## config.mk

```make
export PLATFORM = sky130hd
export DESIGN_NAME = panel_timing_gen
export DESIGN_NICKNAME = d
export VERILOG_FILES = /design/src/rtl/ptg_pkg.sv /design/src/rtl/ptg_decode.sv /design/src/rtl/ptg_ctrl.sv /design/src/rtl/ptg_datapath.sv /design/src/rtl/panel_timing_gen.sv
export SDC_FILE = /design/constraint.sdc
export NUM_CORES = 1
export LEC_CHECK = 0
export CORE_MARGIN = 8
export CORE_UTILIZATION = 45
export CTS_CLUSTER_DIAMETER = 150
export DETAILED_ROUTE_END_ITERATION = 8
export PLACE_DENSITY_LB_ADDON = 0.2
export SYNTH_ARGS = -nofsm -noshare
export SYNTH_HDL_FRONTEND = slang
export SYNTH_SLANG_ARGS = --single-unit
export TNS_END_PERCENT = 30
```

## constraint.sdc

```tcl
create_clock -name clk -period 7.5 [get_ports clk]
set_input_delay 1.125 -clock clk [delete_from_list [all_inputs] [get_ports clk]]
set_output_delay 1.125 -clock clk [all_outputs]
set_load 0.01 [all_outputs]
```

## src/rtl/ptg_pkg.sv

```systemverilog
package ptg_pkg;
  localparam int TOT_CODE_W    = 7;
  localparam int POS_CODE_W    = 10;
  localparam int WID_CODE_W    = 7;
  localparam int SCALE_SH      = 3;
  localparam int STN_OFS       = 22;
  localparam int TFT_OFS       = 5;
  localparam int STN_MIN_DISP  = 32;
  localparam int STN_DISP_STEP = 16;
  localparam int H_MAX         = (1 << TOT_CODE_W) << SCALE_SH;
  localparam int P_MAX         = (1 << POS_CODE_W) + STN_OFS;
  localparam int CNT_W         = $clog2(((H_MAX > P_MAX) ? H_MAX : P_MAX) + 1);
  localparam int SUM_W         = CNT_W + 1;
  localparam int STEP_BITS     = $clog2(STN_DISP_STEP);

  typedef logic [CNT_W-1:0] cnt_t;

  typedef struct packed {
    cnt_t hTotal;
    cnt_t hDisp;
    cnt_t hStart;
    cnt_t lpStart;
    cnt_t lpWidth;
    cnt_t vTotal;
    cnt_t vDisp;
    cnt_t vStart;
    cnt_t fpStart;
    cnt_t fpWidth;
  } timing_t;

  typedef struct packed {
    logic loadShadow;
    logic running;
  } strobe_t;
endpackage

```

## src/rtl/ptg_decode.sv

```systemverilog
module ptg_decode
  import ptg_pkg::*;
(
  input  logic                  panelTft,
  input  logic [TOT_CODE_W-1:0] hTotalCode,
  input  logic [TOT_CODE_W-1:0] hDispCode,
  input  logic [POS_CODE_W-1:0] hStartCode,
  input  logic [POS_CODE_W-1:0] lineSyncPosCode,
  input  logic [WID_CODE_W-1:0] lineSyncWidthCode,
  input  logic [POS_CODE_W-1:0] vTotalCode,
  input  logic [POS_CODE_W-1:0] vDispCode,
  input  logic [POS_CODE_W-1:0] vStartCode,
  input  logic [POS_CODE_W-1:0] frameSyncPosCode,
  input  logic [WID_CODE_W-1:0] frameSyncWidthCode,
  output timing_t               dec,
  output logic                  decErr
);
  logic [SUM_W-1:0] hEndSum, vEndSum;
  logic hBad, vBad, stnBad;

  always_comb begin
    dec.hTotal  = (cnt_t'(hTotalCode) + cnt_t'(1)) << SCALE_SH;
    dec.hDisp   = (cnt_t'(hDispCode) + cnt_t'(1)) << SCALE_SH;
    dec.hStart  = cnt_t'(hStartCode) + (panelTft ? cnt_t'(TFT_OFS) : cnt_t'(STN_OFS));
    dec.lpStart = cnt_t'(lineSyncPosCode) + cnt_t'(1);
    dec.lpWidth = cnt_t'(lineSyncWidthCode) + cnt_t'(1);
    dec.vTotal  = cnt_t'(vTotalCode) + cnt_t'(1);
    dec.vDisp   = cnt_t'(vDispCode) + cnt_t'(1);
    dec.vStart  = cnt_t'(vStartCode);
    dec.fpStart = cnt_t'(frameSyncPosCode);
    dec.fpWidth = cnt_t'(frameSyncWidthCode) + cnt_t'(1);
  end

  // consistency rules of the decoded set
  always_comb begin
    hEndSum = {1'b0, dec.hStart} + {1'b0, dec.hDisp};
    vEndSum = {1'b0, dec.vStart} + {1'b0, dec.vDisp};
    hBad    = hEndSum >= {1'b0, dec.hTotal};
    vBad    = vEndSum >= {1'b0, dec.vTotal};
    stnBad  = !panelTft && ((dec.hDisp < cnt_t'(STN_MIN_DISP)) ||
                            (dec.hDisp[STEP_BITS-1:0] != '0));
    decErr  = hBad || vBad || stnBad;
  end
endmodule

```

## src/rtl/ptg_ctrl.sv

```systemverilog
module ptg_ctrl
  import ptg_pkg::*;
(
  input  logic    clk,
  input  logic    rst_n,
  input  cnt_t    hTotal,
  input  cnt_t    vTotal,
  output strobe_t stb,
  output cnt_t    hCount,
  output cnt_t    vCount
);
  logic running;
  logic hEnd, vEnd;

  always_comb begin
    hEnd           = hCount == (hTotal - cnt_t'(1));
    vEnd           = vCount == (vTotal - cnt_t'(1));
    stb.running    = running;
    stb.loadShadow = !running || (hEnd && vEnd);
  end

  always_ff @(posedge clk or negedge rst_n) begin
    if (!rst_n) begin
      running <= 1'b0;
      hCount  <= '0;
      vCount  <= '0;
    end else if (!running) begin
      running <= 1'b1;
    end else if (hEnd) begin
      hCount <= '0;
      vCount <= vEnd ? '0 : vCount + cnt_t'(1);
    end else begin
      hCount <= hCount + cnt_t'(1);
    end
  end
endmodule

```

## src/rtl/ptg_datapath.sv

```systemverilog
module ptg_datapath
  import ptg_pkg::*;
(
  input  logic    clk,
  input  logic    rst_n,
  input  strobe_t stb,
  input  timing_t dec,
  input  logic    decErr,
  input  cnt_t    hCount,
  input  cnt_t    vCount,
  output cnt_t    hTotal,
  output cnt_t    vTotal,
  output logic    lineSync,
  output logic    frameSync,
  output logic    dispEn,
  output logic    cfgError
);
  timing_t shadow;
  logic    shadowErr;
  logic    outOk;

  function automatic logic inWindow(cnt_t pos, cnt_t start, cnt_t len);
    logic [SUM_W-1:0] stop;
    stop = {1'b0, start} + {1'b0, len};
    return (pos >= start) && ({1'b0, pos} < stop);
  endfunction

  always_ff @(posedge clk or negedge rst_n) begin
    if (!rst_n) begin
      shadow    <= '0;
      shadowErr <= 1'b0;
    end else if (stb.loadShadow) begin
      shadow    <= dec;
      shadowErr <= decErr;
    end
  end

  always_comb begin
    hTotal    = shadow.hTotal;
    vTotal    = shadow.vTotal;
    cfgError  = shadowErr;
    outOk     = stb.running && !shadowErr;
    dispEn    = outOk && inWindow(hCount, shadow.hStart, shadow.hDisp)
                      && inWindow(vCount, shadow.vStart, shadow.vDisp);
    lineSync  = outOk && inWindow(hCount, shadow.lpStart, shadow.lpWidth);
    frameSync = outOk && inWindow(vCount, shadow.fpStart, shadow.fpWidth);
  end
endmodule

```

## src/rtl/panel_timing_gen.sv

```systemverilog
module panel_timing_gen
  import ptg_pkg::*;
(
  input  logic                  clk,
  input  logic                  rst_n,
  input  logic                  panelTft,
  input  logic [TOT_CODE_W-1:0] hTotalCode,
  input  logic [TOT_CODE_W-1:0] hDispCode,
  input  logic [POS_CODE_W-1:0] hStartCode,
  input  logic [POS_CODE_W-1:0] lineSyncPosCode,
  input  logic [WID_CODE_W-1:0] lineSyncWidthCode,
  input  logic [POS_CODE_W-1:0] vTotalCode,
  input  logic [POS_CODE_W-1:0] vDispCode,
  input  logic [POS_CODE_W-1:0] vStartCode,
  input  logic [POS_CODE_W-1:0] frameSyncPosCode,
  input  logic [WID_CODE_W-1:0] frameSyncWidthCode,
  output logic                  lineSync,
  output logic                  frameSync,
  output logic                  dispEn,
  output logic                  cfgError,
  output logic [CNT_W-1:0]      pixCount,
  output logic [CNT_W-1:0]      lineCount
);
  timing_t decTiming;
  logic    decErr;
  strobe_t stb;
  cnt_t    hTotal, vTotal;

  ptg_decode u_decode (
    .panelTft(panelTft), .hTotalCode(hTotalCode), .hDispCode(hDispCode),
    .hStartCode(hStartCode), .lineSyncPosCode(lineSyncPosCode),
    .lineSyncWidthCode(lineSyncWidthCode), .vTotalCode(vTotalCode),
    .vDispCode(vDispCode), .vStartCode(vStartCode),
    .frameSyncPosCode(frameSyncPosCode), .frameSyncWidthCode(frameSyncWidthCode),
    .dec(decTiming), .decErr(decErr)
  );

  ptg_ctrl u_ctrl (
    .clk(clk), .rst_n(rst_n), .hTotal(hTotal), .vTotal(vTotal),
    .stb(stb), .hCount(pixCount), .vCount(lineCount)
  );

  ptg_datapath u_dp (
    .clk(clk), .rst_n(rst_n), .stb(stb), .dec(decTiming), .decErr(decErr),
    .hCount(pixCount), .vCount(lineCount), .hTotal(hTotal), .vTotal(vTotal),
    .lineSync(lineSync), .frameSync(frameSync), .dispEn(dispEn),
    .cfgError(cfgError)
  );
endmodule

```

Word level (Yosys, flattened, before mapping)
Index checks and enable logic that the tools add are counted.
{"block": "word_totals", "regBits": 126, "in_bits": 91, "word_cells": 67}
{"block": "op_classes", "add_sub_neg": 18, "n_lt_le_gt_ge": 11, "n_eq_ne": 2, "n_mux": 3, "reduce_logical": 19}
{"op": "11-bit by 12-bit less-than comparator with 1-bit output", "count": 4}
{"op": "10-bit by 11-bit adder with 12-bit output", "count": 3}
{"op": "11-bit by 11-bit adder with 12-bit output", "count": 3}
{"op": "10-bit by 1-bit adder with 11-bit output (second input constant)", "count": 3}
{"op": "7-bit by 1-bit adder with 8-bit output (second input constant)", "count": 4}
{"op": "12-bit by 11-bit >= comparator with 1-bit output", "count": 2}
{"op": "11-bit by 1-bit adder with 11-bit output (second input constant)", "count": 2}
{"op": "11-bit == test", "count": 2}
{"op": "11-bit by 10-bit >= comparator with 1-bit output", "count": 2}
{"op": "11-bit >= comparator", "count": 2}
{"op": "11-bit two-way mux", "count": 2}
{"op": "11-bit by 1-bit subtractor with 11-bit output (second input constant)", "count": 2}
{"op": "10-bit by 11-bit adder with 11-bit output", "count": 1}
{"op": "1-bit logical AND", "count": 11}
{"op": "11-bit by 6-bit less-than comparator with 1-bit output (second input constant)", "count": 1}
{"op": "5-bit two-way mux", "count": 1}
{"op": "1-bit logical OR", "count": 4}
{"op": "1-bit logical NOT", "count": 3}
{"op": "2-bit AND reduction", "count": 1}

Depth between registers and ports, before layout
{"block": "depth", "ltp_word": 6, "depth_mapped": 19, "ltp_nobuf": 19}

Hierarchy
Synthesis repeated with hierarchy kept, for this count alone.
{"block": "unflattened", "cells_unflattened": 1400, "area_unflattened_um2": 12595.8}
{"mod": "ptg_datapath", "n_inst": 1, "cells_each": 774, "area_per_inst_um2": 7822.5}
{"mod": "ptg_decode", "n_inst": 1, "cells_each": 355, "area_per_inst_um2": 2630.0}
{"mod": "ptg_ctrl", "n_inst": 1, "cells_each": 271, "area_per_inst_um2": 2143.3}

Worst setup path after synthesis
Ideal clock, no wire load.
{"block": "synth_path", "path_type": "register to output", "startpoint": "register u_dp.shadow[80] in the netlist's numbering", "endpoint": "output port dispEn", "t_arrival_ns": 3.549, "t_required_ns": 6.375, "slack_ns": 2.826, "path_stages_with_launch": 14, "cell_sequence": "dfrtp_1 -> ha_1 -> fa_1 -> a211oi_1 -> nor2_1 -> o21a_1 -> o21a_1 -> or2_2 -> ha_1 -> or4_1 -> a2111oi_0 -> a21oi_1 -> and3_1 -> nor4b_1"}
{"block": "synth_via", "elab_chain_cells": 5, "elab_cells_between_ends": 6, "cone_classes": "add/sub: 1; order compare: 2; reduce/logical: 3"}
{"element": "from (decl)", "line_no": "ptg_datapath.sv:18", "rtl": "timing_t shadow;"}
{"element": "from (signal assigned)", "line_no": "ptg_datapath.sv:30", "rtl": "shadow <= '0;"}
{"element": "from (signal assigned)", "line_no": "ptg_datapath.sv:33", "rtl": "shadow <= dec;"}
{"element": "11-bit by 11-bit adder with 12-bit output", "line_no": "ptg_datapath.sv:24", "rtl": "stop = {1'b0, start} + {1'b0, len};"}
{"element": "11-bit by 12-bit less-than comparator with 1-bit output", "line_no": "ptg_datapath.sv:25", "rtl": "return (pos >= start) && ({1'b0, pos} < stop);"}
{"element": "1-bit logical AND *", "line_no": "ptg_datapath.sv:25"}
{"element": "1-bit logical AND *", "line_no": "ptg_datapath.sv:43", "rtl": "dispEn = outOk && inWindow(hCount, shadow.hStart, shadow.hDisp)"}
{"element": "1-bit logical AND *", "line_no": "ptg_datapath.sv:44", "rtl": "&& inWindow(vCount, shadow.vStart, shadow.vDisp);"}
{"element": "to (decl)", "line_no": "panel_timing_gen.sv:19", "rtl": "output logic dispEn,"}
Every way passes the cells marked *; elsewhere a longest branch is shown, timed or not.

Final worst setup path
Ends and elaborated chain as after synthesis.

==> results.yml <==
synth:
  ys_ff_latch: 120
  post_synth_most_frequent_cells: "sky130_fd_sc_hd__ha_1, sky130_fd_sc_hd__dfrtp_1, sky130_fd_sc_hd__nand2_1"
  yosysWarningCount: 0
  synth-edff-count: 0
  avg_synthesized_cell_area_um2: 8.78
  ys_seq_area_frac: 0.281
  synthCells: 1219
  ys_async_sr_fraction: 1.00
  post-synth-top-area-fraction: 0.281
  yosys.area.top_type: "sky130_fd_sc_hd__dfrtp_1"
  dominantRegCellSynth: "sky130_fd_sc_hd__dfrtp_1"
  synth.net_count: 1482
  post_synth_num_cell_types: 70
  netlist_top_cells_area: "sky130_fd_sc_hd__dfrtp_1, sky130_fd_sc_hd__ha_1, sky130_fd_sc_hd__xnor2_1"
  syn_area_um2: 10700
  post-synth-top-count-cell: "sky130_fd_sc_hd__ha_1"
grt:
  grt_start_max_net_pins: 68
  groute.usage.overall: 0.189
  first_global_vias: 8802
  grt_pass1_wl_mm: 44.1
  grt_antenna_before_repair: 1
  grt_overflow_total: 0
routing:
  route.detailed.drc: 0
  routed_wire_length_per_instance_um: 16.2
  via_per_inst: 5.40
  drt_first_iter_violations: 459
  drt_pre_antenna_iters: 5
  drtAntennaViolNets: 0
  detailroute.via_count: 8966
  drt-total-wl_mm: 26.8
floorplanning:
  total_die_area_um2: 29000
  row_count: 56
  die_w_um: 170
  fp.dieH_um: 170
  initial_utilization: 0.457
  num_io_pins: 117
  placeableCoreArea_um2: 23400
layout:
  final_layout_size_suffix_gt1_frac: 0.0515
  antennaDiodeCount: 0
  syn_to_final_growth_pct: 17.8
  final-instance-count-excl-fill: 1660
  layout.filler_cells: 2217
  nets: 1591
timing:
  fin_crit_ns: 5.96
  timing_worst_slew_pin_value_ns: 1.13
  grt_setup_unrepaired: "false"
  layout_worst_path_cycle_share: 0.794
  count_of_final_hold_check_violations: 0
  worst_clock_skew_ns: 0.0100
  totalNegativeSetupSlack_ns: 0
  timing.final.setup_violations: 0
  slew_viol_final: 0
  relSlewSlack: 0.245
  max_freq_mhz: 168
setup_path:
  crit_arrival_ns: 4.83
  rr_worst_depth: 9
  worstPathMaxFanout: 3
  critPathKind: "register to primary output"
  cp-start-kind: "register"
  crit_path_end_kind: "primary output"
  critPathRequiredTime_ns: 6.38
power_and_ir_drop:
  net_switching_share_of_the_total_power: 0.356
  power.switching_w: 0.000854
  comb_power_share: 0.353
  cellPowerDensity_nw_per_um2: 190
  seq_power_share: 0.340
  p_leak_nw: 5.82
  design_power_total_w: 0.00240
  p_clk_frac: 0.308
  internal_power_w: 0.00154
  vdd_ir_drop_max_mv: 0.177
place:
  gp_congestion: 0.872
  port-buffer-count: 116
  dp_cells: 1628
  dp.final_hpwl_mm: 20.8
worst_hold_path:
  worstHoldPathType: "register to register"
  timing.hold.worst_path_depth: 2
clock_network:
  worst_skew_pair.late_latency_ns: 0.42
  clk_transition_reported_paths_ns: 0.05
  cts_tree: "yes"
  cts_htree_levels: 4
  clock_tree.root_cell: "sky130_fd_sc_hd__clkbuf_16"
  cts.hold.buffers_added: 0
  number_of_cells_upsized_or_downsized_after_cts: 0
  cts_post_setup_buffers_inserted: 0
  cts_inserted_buffers: 17
  clkSinkCount: 120
  cts.path.max_buffers: 2
run:
  max_cap_violations: 0
status:
  status: "complete, no violations"
[worst paths after layout]
kind                            slack, ns                          end                         from
min in group asynchronous            0.77  u_dp.shadow[69]$_DFFE_PN0P_                        rst_n
worst min-delay path                 0.49  u_dp.shadow[79]$_DFFE_PN0P_  u_dp.shadow[79]$_DFFE_PN0P_
worst max-delay path                 1.54                       dispEn  u_dp.shadow[80]$_DFFE_PN0P_
worst min register to register       0.49  u_dp.shadow[79]$_DFFE_PN0P_  u_dp.shadow[79]$_DFFE_PN0P_
worst max register to register       3.14  u_dp.shadow[78]$_DFFE_PN0P_   u_dp.vTotal[0]$_DFFE_PN0P_
max in group asynchronous            5.39   u_dp.vTotal[9]$_DFFE_PN0P_                        rst_n
[cell families after synthesis]
group                      Yosys count  share of synthesized area
buffers and inverters              124                     0.0558
and+or+nand+nor                    375                      0.168
muxes                                8                    0.00854
AOI/OAI and AO/OA                  296                      0.180
xor gates and xnor gates           123                      0.101
DFF                                120                      0.281
adders and majority gates          172                      0.206
other                                1                   0.000350
[metal layers]
metal  GRT usage  vias to the layer above  share of wire  wire, um
li1            -                     4567              -         -
met1       0.258                     4152           0.49     13200
met2       0.297                      204           0.44     11900
met3      0.0392                       41          0.047      1270
met4      0.0561                        2          0.018       495
met5           0                        -        0.00034         9
[power by group through the flow]
stage	clock network (W)	logic, W	registers, W
detailed placement	0	0.000847	0.000824
global placement	0	0.000826	0.000823
CTS	0.000752	0.000853	0.000813
global route	0.000777	0.000966	0.000825
finish	0.000738	0.000846	0.000815
floorplan	0	0.000602	0.000790
[cells in the final DEF, fill, tap and decap left out, types with 52 or more instances in the layout]
cell type,count
sky130_fd_sc_hd__dfrtp_1,120
sky130_fd_sc_hd__nand2_1,103
sky130_fd_sc_hd__inv_1,95
sky130_fd_sc_hd__xnor2_1,71
sky130_fd_sc_hd__ha_1,165
sky130_fd_sc_hd__a21oi_1,66
sky130_fd_sc_hd__o21ai_0,64
sky130_fd_sc_hd__clkdlybuf4s50_1,115
sky130_fd_sc_hd__xor2_1,52
sky130_fd_sc_hd__nor2_1,100
[through the flow]
| stage | area (um^2) | util | setup slack [ns] | hold slack, ns |
|---|---|---|---|---|
| finish | 12600 | 0.539 | 1.54 | 0.487 |
| global route | 12600 | 0.539 | 1.28 | 0.512 |
| CTS | 12600 | 0.539 | 1.52 | 0.488 |
| detailed placement | 12100 | 0.516 | 2.01 | 0.476 |
| global placement | 12100 | 0.516 | 1.93 | 0.469 |
| floorplan | 10700 | - | 2.83 | 0.454 |
[sequential cells by signal, indices dropped and copies added, names as in the netlist]
signal	cells
u_ctrl.hCount	11
u_ctrl.running	1
u_ctrl.vCount	11
u_dp.cfgError	1
u_dp.hTotal	8
u_dp.shadow	77
u_dp.vTotal	11
[critical path: stages, from the launching register on]
cell and delay, ns:
sky130_fd_sc_hd__dfrtp_1 0.37, sky130_fd_sc_hd__ha_1 0.23, sky130_fd_sc_hd__fa_1 0.44, sky130_fd_sc_hd__a211oi_1 0.23
sky130_fd_sc_hd__nor2_1 0.08, sky130_fd_sc_hd__o21a_1 0.18, sky130_fd_sc_hd__o21a_1 0.17, sky130_fd_sc_hd__or2_2 0.29
sky130_fd_sc_hd__ha_1 0.18, sky130_fd_sc_hd__or4_1 0.48, sky130_fd_sc_hd__a2111oi_0 0.30, sky130_fd_sc_hd__a21oi_1 0.11
sky130_fd_sc_hd__and3_1 0.19, sky130_fd_sc_hd__nor4b_1 0.50, sky130_fd_sc_hd__clkdlybuf4s50_1 0.66
[final cells by class]
| class | instances | area (um^2) | share of cell area |
|---|---|---|---|
| Timing Repair Buffer | 119 | 1180 | 0.0937 |
| Clock inverter | 13 | 101 | 0.00804 |
| Sequential cell | 120 | 3000 | 0.238 |
| Inverter | 95 | 357 | 0.0283 |
| Multi-Input combinational cell | 975 | 7130 | 0.566 |
| Tap cell | 319 | 399 | 0.0317 |
| Clock buffer | 19 | 433 | 0.0343 |
No activity file was read; power rests on OpenSTA's default activity.
